<file path="config.mk">
export PLATFORM = sky130hd
export DESIGN_NAME = memwait_ctrl
export DESIGN_NICKNAME = d
export VERILOG_FILES = /design/src/rtl/memwait_ctrl.sv
export SDC_FILE = /design/constraint.sdc
export NUM_CORES = 1
export LEC_CHECK = 0
export BUFFER_PORTS_ARGS = -buffer_cell sky130_fd_sc_hd__clkbuf_2
export CAP_MARGIN = 5
export CORE_MARGIN = 3
export CORE_UTILIZATION = 28
export DETAILED_ROUTE_END_ITERATION = 8
export SLEW_MARGIN = 20
export SYNTH_ARGS = -nofsm -noshare
export SYNTH_HDL_FRONTEND = slang
export SYNTH_SLANG_ARGS = --single-unit
</file>
<file path="constraint.sdc">
create_clock -name clk -period 2.3 [get_ports clk]
set_input_delay 0.575 -clock clk [delete_from_list [all_inputs] [get_ports clk]]
set_output_delay 0.575 -clock clk [all_outputs]
set_load 0.05 [all_outputs]
</file>
<file path="src/rtl/memwait_ctrl.sv">
module memwait_ctrl #(
  parameter int ADDR_W = 16
) (
  input  logic              clk,
  input  logic              rst_n,
  input  logic              cfg_we,
  input  logic              cfg_sel,
  input  logic [15:0]       cfg_wdata,
  input  logic              master_mode,
  input  logic              req_valid,
  input  logic [ADDR_W-1:0] req_addr,
  output logic              req_ready,
  output logic              acc_done,
  output logic              bus_req,
  input  logic              bus_gnt,
  output logic              addr_mon_en
);

  localparam int CNT_W  = 3;
  localparam int AREAS  = 4;

  typedef enum logic [1:0] {S_IDLE, S_ARB, S_WAIT} state_t;

  logic [2*AREAS-1:0] wsel;
  logic [1:0]         ext0, ext1, ext23;
  logic [AREAS-1:0]   basic;
  logic               pshare;

  state_t             state;
  logic [CNT_W-1:0]   cnt;
  logic               shared_q;

  logic [1:0]         area;
  logic [1:0]         code;
  logic [1:0]         ext;
  logic [CNT_W-1:0]   new_cnt;
  logic               need_bus;

  assign area = req_addr[ADDR_W-1 -: 2];
  assign code = wsel[2*area +: 2];
  assign ext  = (area == 2'd0) ? ext0 : (area == 2'd1) ? ext1 : ext23;

  always_comb begin
    if (code != 2'b11)       new_cnt = CNT_W'(code);
    else if (basic[area])    new_cnt = CNT_W'(3) + CNT_W'(ext);
    else                     new_cnt = CNT_W'(3);
  end

  assign need_bus    = !(pshare && master_mode) || (area == 2'd2);
  assign req_ready   = (state == S_IDLE);
  assign acc_done    = (state == S_WAIT) && (cnt == '0);
  assign bus_req     = (state == S_ARB) || ((state == S_WAIT) && shared_q);
  assign addr_mon_en = !pshare;

  always_ff @(posedge clk or negedge rst_n) begin
    if (!rst_n) begin
      wsel   <= '1;
      ext0   <= '0;
      ext1   <= '0;
      ext23  <= '0;
      basic  <= '1;
      pshare <= 1'b0;
    end else if (cfg_we) begin
      if (!cfg_sel) begin
        wsel <= cfg_wdata[2*AREAS-1:0];
      end else begin
        pshare <= cfg_wdata[0];
        ext0   <= cfg_wdata[2:1];
        ext1   <= cfg_wdata[4:3];
        ext23  <= cfg_wdata[6:5];
        basic  <= cfg_wdata[10:7];
      end
    end
  end

  always_ff @(posedge clk or negedge rst_n) begin
    if (!rst_n) begin
      state    <= S_IDLE;
      cnt      <= '0;
      shared_q <= 1'b0;
    end else begin
      unique case (state)
        S_IDLE: if (req_valid) begin
          cnt      <= new_cnt;
          shared_q <= need_bus;
          state    <= need_bus ? S_ARB : S_WAIT;
        end
        S_ARB:  if (bus_gnt) state <= S_WAIT;
        S_WAIT: if (cnt == '0) state <= S_IDLE;
                else           cnt   <= cnt - 1'b1;
        default: state <= S_IDLE;
      endcase
    end
  end

  p_done_pulse_r10: assert property (@(posedge clk) disable iff (!rst_n)
    acc_done |=> !acc_done);

  p_idle_after_done_r10: assert property (@(posedge clk) disable iff (!rst_n)
    acc_done |=> req_ready);

  p_req_held_r6: assert property (@(posedge clk) disable iff (!rst_n)
    (bus_req && !acc_done) |=> bus_req);

  p_no_done_at_request_r6: assert property (@(posedge clk) disable iff (!rst_n)
    $rose(bus_req) |-> !acc_done);

  p_cnt_bound_r3: assert property (@(posedge clk) disable iff (!rst_n)
    cnt <= CNT_W'(6));

  p_busy_no_ready_r10: assert property (@(posedge clk) disable iff (!rst_n)
    (req_ready && req_valid) |=> !req_ready);

endmodule

</file>
Word-level counts from Yosys, hierarchy flattened
Cells that the tools add are included. Widths: inputs -> output; s select.

Add/subtract/negate cells: 2. Order comparisons: 1. Equal/unequal tests: 9. Shift-type cells: 1. Muxes and demuxes: 14. Bitwise operators: 1. Reductions and logical operators: 16.

Operators with widths (count): $mux 2 (6); $mux 3 (4); $ne 2x2->1 const B (4); $shiftx 8x4->2 (1); $pmux 2 s3 (1); $pmux 3 s2 (1); $reduce_and 2->1 (3); $reduce_and 3->1 (2); $eq 2x1->1 const B (2); $eq 2x2->1 const B (2); $logic_not 2->1 (2); $add 2x2->3 const A (1); $logic_and 1x1->1 (3); $logic_not 3->1 (1); $lt 2x3->1 const B (1); $sub 3x1->3 const B (1); $bmux 1 s2 (1); $logic_not 1->1 (2); $logic_or 1x1->1 (2); $ne 2x1->1 const B (1); $reduce_bool 2->1 (1); $mux 1 (1); $not 1->1 (1).

Flip-flop bits (word level): 25. Bits of input ports: 39. Output and inout bits: 4. Word-level logic and storage cells: 53.

Depth between registers and ports, before layout
Gate-level depths: netlist of run 1.

Depth after elaboration: 8. Depth in mapped cells: 8. Depth with buffers taken out: 7.

Worst setup path after synthesis of run 1
OpenSTA, ideal clock, no wires.

Path type: register -> output. Start: register cnt[0]. End: output acc_done. Data arrival time: 1.904 ns. Required time: 1.725 ns. Setup slack: -0.179 ns. Cell stages (with the launch flop): 5. Buffers on the path: 0. Path through: dfrtp_1 -> inv_1 -> ha_1 -> nand2b_1 -> nor3b_1.

Cells in the longest elaborated chain, start to end: 2.

RTL lines: start: declaration (line 30) `logic [CNT_W-1:0] cnt;`; start signal: assignment (line 84) `cnt <= new_cnt;`; start signal: assignment (line 90) `else cnt <= cnt - 1'b1;`; $logic_not 3->1 (line 51) `assign acc_done = (state == S_WAIT) && (cnt == '0);`; $logic_and 1x1->1 (line 51); end: declaration (line 13) `output logic acc_done,`.

Every way passes these cells.

Worst setup path in the final report of run 1
Same ends and word-level chain as after synthesis.

==> results.cfg, run 1 <==
[run_status]
outcome = finished, final reports clean

[critical_path]
worst_setup_path_start_kind = register
arrival_ns = 1.59
end_kind = output pin
critical_path_class = reg -> out
cp.required_ns = 1.73
cp_max_fo = 5

[sta]
min_period_ns = 2.16
finalSetupTns_ns = 0
rsz0062_at_grt = no
clock_skew_ns = 0.00182
fin_crit_sh = 0.939
max-slew-margin-rel = 0.585
fmax_ghz = 0.463
worst_hold_slack_ns = 0.304
finalSetupViolations = 0
final_hold_viol_count = 0
setup_ws_ns = 0.140
slew_violations = 0
worst_pin_slew_ns = 0.623

[drt]
viasPerCell = 4.93
routed_wl_um = 2450
route.vias.total = 868
drc = 0
drt_iter0_drc = 66
wire_per_inst_um = 13.9
drtAntennaViolNets = 0
drt_pass1_iterations = 4

[logic_synthesis]
synthTopCellsByArea = dfrtp_1 25%, dfstp_2 25%, mux2_2 18%
ys_types = 28
syn-num-nets = 144
yosysTopAreaCell = dfrtp_1
synthDominantCellAreaShare = 0.254
syn_area_um2 = 1280
ys_ff_latch = 25
ys_seq_area_frac = 0.501
syn-instance-count = 102
synth_area_per_cell_um2 = 12.5
yosys_warnings = 0

[global_routing]
antenna_found_initial = 0
grt_pass1_vias = 905
grt_max_degree = 26
grt_use_total = 0.100
grt_pass1_wl_um = 4250
overflow = 0

[clocking]
clock-sinks = 25
insertion_delay_ns = 0.27
clockRootBuffer = clkbuf_8
htreeDepth = 1
clk_pin_slew_ns = 0.09
tritoncts = done
post_cts_resized = 0
cts_setup_buffers = 0
cts_hold_buf = 0
cts_buffer_depth = 2
cts_buffers = 3

[finish]
finalNetCount = 169
multi_input_area_um2 = 598
n_fill_cell = 429
seq_area_um2 = 641
drive_gt1_frac = 0.508
area_growth_pct = 17.0
antenna_cells = 0

[die]
rows = 23
ios = 43
die_area_um2 = 5410
fp.dieH_um = 73.6
die-width_um = 73.6
start_util = 0.304
core_area_um2 = 4200

[place]
place_hpwl_um = 1950
post-place-ws_ns = 0.398
port_buffers = 23
globalplace.congestion = 0.737

[flow_run]
drv_cap = 0

[power_and_ir_drop]
vdd_ir_drop_max_mv = 0.418
p_leak_nw = 0.654
powerDensity_nw_per_um2 = 968

[worst_hold_path]
hold_path_class = in -> async
routing by layer:
metal | vias to the layer above | GRT usage | share of wire
met5 | - | 0 | 0
met4 | 0 | 0.00604 | 0
met3 | 0 | 0.0369 | 0.068
met2 | 21 | 0.167 | 0.49
met1 | 423 | 0.130 | 0.44
li1 | 424 | - | -
state kept, by name, summed over array words and instances, names as in the netlist:
register and flops:
basic 4, cnt 3, ext0 2, ext1 2, ext23 2, pshare 1, shared_q 1, state 2
wsel 8
cell usage after synthesis:
cell       count
nand2b_1       2
nand3b_1       1
buf_6          1
a31oi_1        1
nor2b_1        2
mux4_1         2
a21oi_1        2
mux2_2        21
a221o_1        1
o22ai_1        1
ha_1           3
inv_1          6
clkbuf_1       3
or4b_2         1
nor3b_1        1
nand3_1        3
nand2_1        4
o21ai_0        6
o211ai_1       2
dfstp_2       12
dfrtp_1       13
nor2_1         5
a2bb2oi_1      2
a21o_1         1
mux2i_1        2
a22oi_1        2
a211oi_1       1
mux4_2         1
final timing paths:
kind / slack, ns / depth (start not counted) / from / endpoint
worst max register to register: 0.63 / 6 / cnt[0] / cnt[2]
max in group asynchronous: 1.60 / 1 / rst_n / ext23[1]
worst min-delay path: 0.30 / 1 / rst_n / cnt[1]
worst min register to register: 0.52 / 1 / ext1[0] / ext1[0]
min in group clk: 0.52 / 1 / ext1[0] / ext1[0]
worst max-delay path: 0.14 / 5 / cnt[0] / acc_done
logic make-up (layout without fill, tap and decap cells):
group	after synthesis	count (layout)	share of synthesized area
compound gates	19	19	0.0979
fa+ha+maj	3	3	0.0294
buf+inv	10	34	0.0352
flops	25	25	0.501
mux	26	26	0.259
simple gates	19	19	0.0773
area by class of cell:
cell class / count / share of cell area
Clock buffer: 3 / 0.0276
Clock inverter: 1 / 0.00585
Inverter: 6 / 0.0151
Multi-Input combinational cell: 67 / 0.400
Timing Repair Buffer: 24 / 0.0819
Sequential cell: 25 / 0.428
Tap cell: 50 / 0.0418
cells in the final DEF, fill, tap and decap left out, drive strengths merged, types with 2 or more instances in the layout:
| cell | instances |
|---|---|
| mux2 | 21 |
| nand2b | 2 |
| mux4 | 3 |
| a22oi | 2 |
| ha | 3 |
| nor2b | 2 |
| dfrtp | 13 |
| o21ai | 6 |
| nand2 | 4 |
| nand3 | 3 |
| inv | 7 |
| nor2 | 5 |
| o211ai | 2 |
| clkbuf | 26 |
| a21oi | 2 |
| a2bb2oi | 2 |
| dfstp | 12 |
| mux2i | 2 |
report_power, final:
part / internal, mW / switching (mW) / leakage, nW
sequential: 0.556 / 0.0826 / 0.282
combinational: 0.229 / 0.307 / 0.347
clock: 0.127 / 0.147 / 0.0261
total: 0.912 / 0.536 / 0.654
per-stage QoR:
| stage | std cells | utilization | instance area (um^2) | total power [mW] |
|---|---|---|---|---|
| final | 176 | 0.356 | 1500 | 1.45 |
| after global routing | 176 | 0.356 | 1500 | 1.55 |
| after CTS | 176 | 0.356 | 1500 | 1.47 |
| after detailed placement | 172 | 0.344 | 1450 | 1.19 |
| after global placement | 172 | 0.344 | 1450 | 1.16 |
| after floorplan | 102 | - | 1280 | 1.05 |
worst max-delay path: stages, from the launching register on:
cell      delay (ns)
dfrtp_1         0.41
inv_1           0.09
ha_1            0.17
nand2b_1        0.15
nor3b_2         0.20
clkbuf_2        0.29
(Power assumes the default switching activity.)
==> run 2: changes to the inputs <==
--- a/config.mk
+++ b/config.mk
@@ -5,6 +5,7 @@
 export SDC_FILE = /design/constraint.sdc
 export NUM_CORES = 1
 export LEC_CHECK = 0
+export ABC_AREA = 1
 export BUFFER_PORTS_ARGS = -buffer_cell sky130_fd_sc_hd__clkbuf_2
 export CAP_MARGIN = 5
 export CORE_MARGIN = 3
==> run 2 against run 1 <==
Combinational power is 4.3% higher. Global-route usage shrank 0.068 points. Total power fell by 0.60%. Clock skew grew 0.0017 ns. Design area up 7.4%. Critical path depth unchanged. Critical endpoint unchanged. Largest cell class unchanged. Highest routed layer is now met4.
==> results.cfg, run 2 <==
[run_status]
outcome = finished, final reports clean

[global_routing]
grt_use_total = 0.0996
grt_pass1_vias = 1053
grt_pass1_wl_um = 4830
overflow = 0
antenna_found_initial = 0
grt_max_degree = 26

[place]
dpl.cell_count = 272
globalplace.congestion = 0.811
port_buffers = 23
place_hpwl_um = 2150
dpl_cell_area_um2 = 1560

[finish]
fin_area_um2 = 1610
antenna_cells = 0
layout.cells.most_common = nand2_1
n_fill_cell = 512
finalNetCount = 254
area_growth_pct = 16.1
drive_gt1_frac = 0.237
layout_common_cells = 52 x nand2_1, 32 x inv_1, 23 x clkbuf_2, 19 x nor2_1, 19 x o21ai_0
fin_util = 0.352
layout.cells.non_filler = 276
top_register = wsel
largest_register_ffs = 8
reg.largest.list = wsel (8), basic (4), cnt (3)

[logic_synthesis]
synth_area_per_cell_um2 = 7.40
synth.area.mux_share = 0.00814
yosysTopAreaCell = dfrtp_1
yosys_warnings = 0
netlist_top_cells_count = 52 x nand2_1, 32 x inv_1, 19 x nor2_1, 19 x o21ai_0, 13 x dfrtp_1
syn-instance-count = 187
synth_xor_xnor_area_share = 0.00633
synthDominantCellAreaShare = 0.235
syn-num-nets = 229
synthTopCellsByArea = dfrtp_1 24%, dfstp_2 23%, nand2_1 14%
synth_fa_ha_area_frac = 0.0271
synth_edf_count = 0
yosysMostFrequentCell = nand2_1
syn_area_um2 = 1380
yosys_most_used_dff = dfrtp_1
ys_types = 21
synth_top_family_by_area = simple AND/OR/NAND/NOR gates
synth-simple-area-share = 0.268
ys_ff_latch = 25
synth-compound-area-share = 0.111
synth-async-reset-ratio = 1.00
ys_seq_area_frac = 0.463

[die]
rows = 24
core_area_um2 = 4560
die_area_um2 = 5820
fp.dieH_um = 76.3
die-width_um = 76.3
ios = 43
start_util = 0.303

[sta]
finalSetupViolations = 0
min_period_ns = 1.97
max-slew-margin-rel = 0.571
worst_pin_slew_ns = 0.644
clock_skew_ns = 0.00350
slew_violations = 0
final_hold_viol_count = 0
rsz0062_at_grt = no
fmax_ghz = 0.508
fin_crit_sh = 0.856
finalSetupTns_ns = 0

[critical_path]
crit_family = buffers and inverters
arrival_ns = 1.39
crit_slowest_cell = dfrtp_1
crit_path_cell_trace = inv_1 > ha_1 > inv_1 > nor3_1 > clkbuf_2
critical_path_class = reg -> out
cp.required_ns = 1.73
path_buf_inv = 3
worst_setup_path_start_kind = register
slowest_delay_ns = 0.38
end_kind = output pin
critPathMostFrequentCell = inv_1
cp_max_fo = 3

[worst_hold_path]
hold_path_class = in -> async

[drt]
top_layer = met4
routedLengthMet1_um = 1390
routed_wl_um = 2720
drc = 0
viasPerCell = 4.17
wire_per_inst_um = 9.87
route.vias.total = 1152
drt_iter0_drc = 37
route.met3.wl_um = 85
wl_met2_um = 1200
drtAntennaViolNets = 0
drt_pass1_iterations = 4

[clocking]
cts_buffer_depth = 2
clockRootBuffer = clkbuf_8
clk_pin_slew_ns = 0.08
insertion_delay_ns = 0.27
post_cts_resized = 0
cts_hold_buf = 0
cts_setup_buffers = 0
cts_buffers = 3
clock-sinks = 25
tritoncts = done
htreeDepth = 1

[power_and_ir_drop]
powerDensity_nw_per_um2 = 896
p_leak_nw = 0.860
total_power_mw = 1.44
vdd_ir_drop_max_mv = 0.296

[flow_run]
drv_cap = 0
run 2: cell types whose count changed in the layout (fill, tap and decap cells not counted), sizes merged, moves of 8 or more:
cell / before / now
nand2: 4 / 56
inv: 7 / 34
mux2: 21 / 1
nor2: 5 / 19
o21ai: 6 / 19
nand3: 3 / 11
run 2: layer usage:
metal	vias up	global-route usage
met5	-	0
met4	0	0.0380
met3	5	0.0189
met2	17	0.156
met1	506	0.135
li1	624	-
run 2: logic make-up (layout without fill, tap and decap cells):
logic type      after synthesis  after routing
mux                           1              1
flops                        25             25
simple gates                 90             90
fa+ha+maj                     3              3
buf+inv                      39             63
compound gates               28             28
xor+xnor                      1              1
run 2: worst paths after layout:
path                          from        to  slack, ns  depth (start not counted)
max                         cnt[0]  acc_done       0.33                          5
min                          rst_n  shared_q       0.31                          1
max reg2reg                 cnt[0]    cnt[2]       0.95                         10
min reg2reg                ext1[1]   ext1[1]       0.48                          2
max in group asynchronous    rst_n   ext0[0]       1.57                          1
min in group clk           ext1[1]   ext1[1]       0.48                          2
run 2: power breakdown:
group | switching [mW] | internal [mW] | total, mW
clock | 0.135 | 0.124 | 0.259
sequential | 0.0654 | 0.557 | 0.623
combinational | 0.373 | 0.185 | 0.558
run 2: cell type report:
type | count | area (um^2) | area share
Sequential cell | 25 | 641 | 0.399
Timing Repair Buffer | 25 | 130 | 0.0810
Tap cell | 65 | 81.3 | 0.0506
Multi-Input combinational cell | 123 | 582 | 0.362
Clock buffer | 4 | 45.0 | 0.0280
Inverter | 34 | 128 | 0.0794
run 2: through the flow:
| step | hold WS [ns] | setup WS [ns] |
|---|---|---|
| after floorplan | 0.279 | 0.0279 |
| after global placement | 0.462 | 0.431 |
| after detailed placement | 0.468 | 0.424 |
| after CTS | 0.325 | 0.310 |
| after global routing | 0.352 | 0.198 |
| final | 0.313 | 0.331 |
run 2: worst reg2reg max path, delay by kind of cell, from the launching register on:
kind,cells,cell delay (ns)
DFF,1,0.38
adders and majority gates,1,0.15
and+or+nand+nor,4,0.35
AOI/OAI and AO/OA,1,0.11
buffers and inverters,4,0.30
==> run 3: changes to the inputs <==
==> constraint.sdc (replaced) <==
create_clock -name clk -period 2 [get_ports clk]
set_input_delay 0.5 -clock clk [delete_from_list [all_inputs] [get_ports clk]]
set_output_delay 0.5 -clock clk [all_outputs]
set_load 0.05 [all_outputs]
==> run 3 against run 2 <==
Global-route usage increased by 0.57 points. Core utilization grew 0.19 points. Count of clock-buffer cells in the layout shrank 1. Hold slack worse by 0.096 ns. Sequential cell count unchanged. Highest routed layer unchanged. Largest power group unchanged. Critical path depth unchanged. Wire length increased by 3.2%. Via count fell by 0.87%. Final cell count unchanged. Combinational power increased by 17%.
==> results.cfg, run 3 (synthesized netlist as in run 2, its figures left out) <==
[finish]
largest_register_ffs = 8
layout_common_cells = 52 x nand2_1, 32 x inv_1, 22 x clkbuf_2, 19 x nor2_1, 18 x o21ai_0
area_growth_pct = 16.7
fin_area_um2 = 1620
drive_gt1_frac = 0.246
top_register = wsel
antenna_cells = 0
reg.largest.list = wsel (8), basic (4), cnt (3)
layout.cells.non_filler = 276
finalNetCount = 254
layout.cells.most_common = nand2_1

[global_routing]
grt_pass1_vias = 1144
grt_max_degree = 26
antenna_found_initial = 0
grt_use_total = 0.105
overflow = 0
grt_pass1_wl_um = 5090

[sta]
final_hold_viol_count = 0
fin_crit_sh = 0.940
min_period_ns = 1.88
finalSetupTns_ns = 0
worst_pin_slew_ns = 0.625
clock_skew_ns = 0.00501
finalSetupViolations = 0
fmax_ghz = 0.532
rsz0062_at_grt = no
slew_violations = 0
worst_hold_slack_ns = 0.218
max-slew-margin-rel = 0.584

[drt]
route.vias.total = 1142
drc = 0
drt_iter0_drc = 20
top_layer = met4
wl_met2_um = 1230
route.met3.wl_um = 97
viasPerCell = 4.14
drtAntennaViolNets = 0
wire_per_inst_um = 10.2
routedLengthMet1_um = 1430
drt_pass1_iterations = 4
routed_wl_um = 2810

[power_and_ir_drop]
vdd_ir_drop_max_mv = 0.347
powerDensity_nw_per_um2 = 1040
p_leak_nw = 0.860
power_frac_seq = 0.424
total_power_mw = 1.69
clkPwrFrac = 0.190
share_comb_of_total_power = 0.386
p_int_uw = 998
switchingPower_uw = 689
netSwitchingFraction = 0.409

[place]
place_hpwl_um = 2150
dpl.cell_count = 272
globalplace.congestion = 0.825
dpl_cell_area_um2 = 1570
port_buffers = 23

[run_status]
outcome = finished, final reports clean

[clocking]
post_cts_resized = 0
cts_setup_buffers = 0
tritoncts = done
clockRootBuffer = clkbuf_8
insertion_delay_ns = 0.28
cts_buffers = 3
clk_pin_slew_ns = 0.10
clock-sinks = 25
htreeDepth = 1
cts_buffer_depth = 2
cts_hold_buf = 0

[critical_path]
critical_path_class = reg -> out
timing.rr.start = cnt[0]
arrival_ns = 1.38
critPathMostFrequentCell = inv_1
crit_slowest_cell = dfrtp_1
slowest_delay_ns = 0.39
worst_setup_path_start_kind = register
cp_max_fo = 3
end_kind = output pin
startpoint = cnt[0]
crit_path_cell_trace = inv_1 > ha_1 > inv_1 > nor3_2 > buf_2
cp.required_ns = 1.50

[die]
ios = 43
die_area_um2 = 5820
die-width_um = 76.3
start_util = 0.303
fp.dieH_um = 76.3
core_area_um2 = 4560
rows = 24

[worst_hold_path]
hold_path_class = in -> async

[flow_run]
drv_cap = 0
[run 3: cell types whose count changed in the layout (fill, tap and decap cells not counted), sizes merged]
cell	previous run	this run
clkinvlp	0	1
buf	2	3
clkbuf	27	25
[run 3: through the flow]
stage                util  setup slack (ns)
floorplan               -             0.222
global placement    0.343             0.213
detailed placement  0.343             0.187
CTS                 0.354            0.0795
global route        0.354            0.0131
finish              0.354             0.121
[run 3: final timing paths]
path | cells after the start | slack, ns | end
min in group clk | 3 | 0.43 | basic[1]
setup / recovery | 5 | 0.12 | acc_done
max in group asynchronous | 1 | 1.38 | cnt[2]
hold reg to reg | 2 | 0.49 | basic[0]
hold / removal | 1 | 0.22 | ext0[1]
setup reg to reg | 10 | 0.62 | cnt[2]
[run 3: per-layer routing]
metal / track usage / vias to the layer above
met5: 0 / -
met4: 0.0435 / 0
met3: 0.0201 / 5
met2: 0.163 / 19
met1: 0.144 / 494
li1: - / 624
[run 3: worst max-delay path: cells and delay by family (launching register included)]
family / cells / cell delay, ns
AND/OR/NAND/NOR: 1 / 0.13
adder cells (fa/ha/maj): 1 / 0.15
buffers and inverters: 3 / 0.43
flip-flops: 1 / 0.39
[run 3: power by group through the flow]
| stage | clock (mW) | sequential, mW | combinational [mW] |
|---|---|---|---|
| 2_1_floorplan | 0 | 0.706 | 0.530 |
| 3_3_place_gp | 0 | 0.723 | 0.648 |
| 3_5_place_dp | 0 | 0.727 | 0.659 |
| 4_1_cts | 0.336 | 0.717 | 0.661 |
| 5_1_grt | 0.351 | 0.730 | 0.762 |
| 6_report | 0.321 | 0.715 | 0.651 |
[run 3: cell type report]
class / instances / area [um^2]
Inverter: 34 / 128
Clock inverter: 1 / 7.51
Fill cell: 529 / 2950
Tap cell: 65 / 81.3
Clock buffer: 3 / 41.3
Multi-Input combinational cell: 123 / 587
Timing Repair Buffer: 25 / 130
Sequential cell: 25 / 641
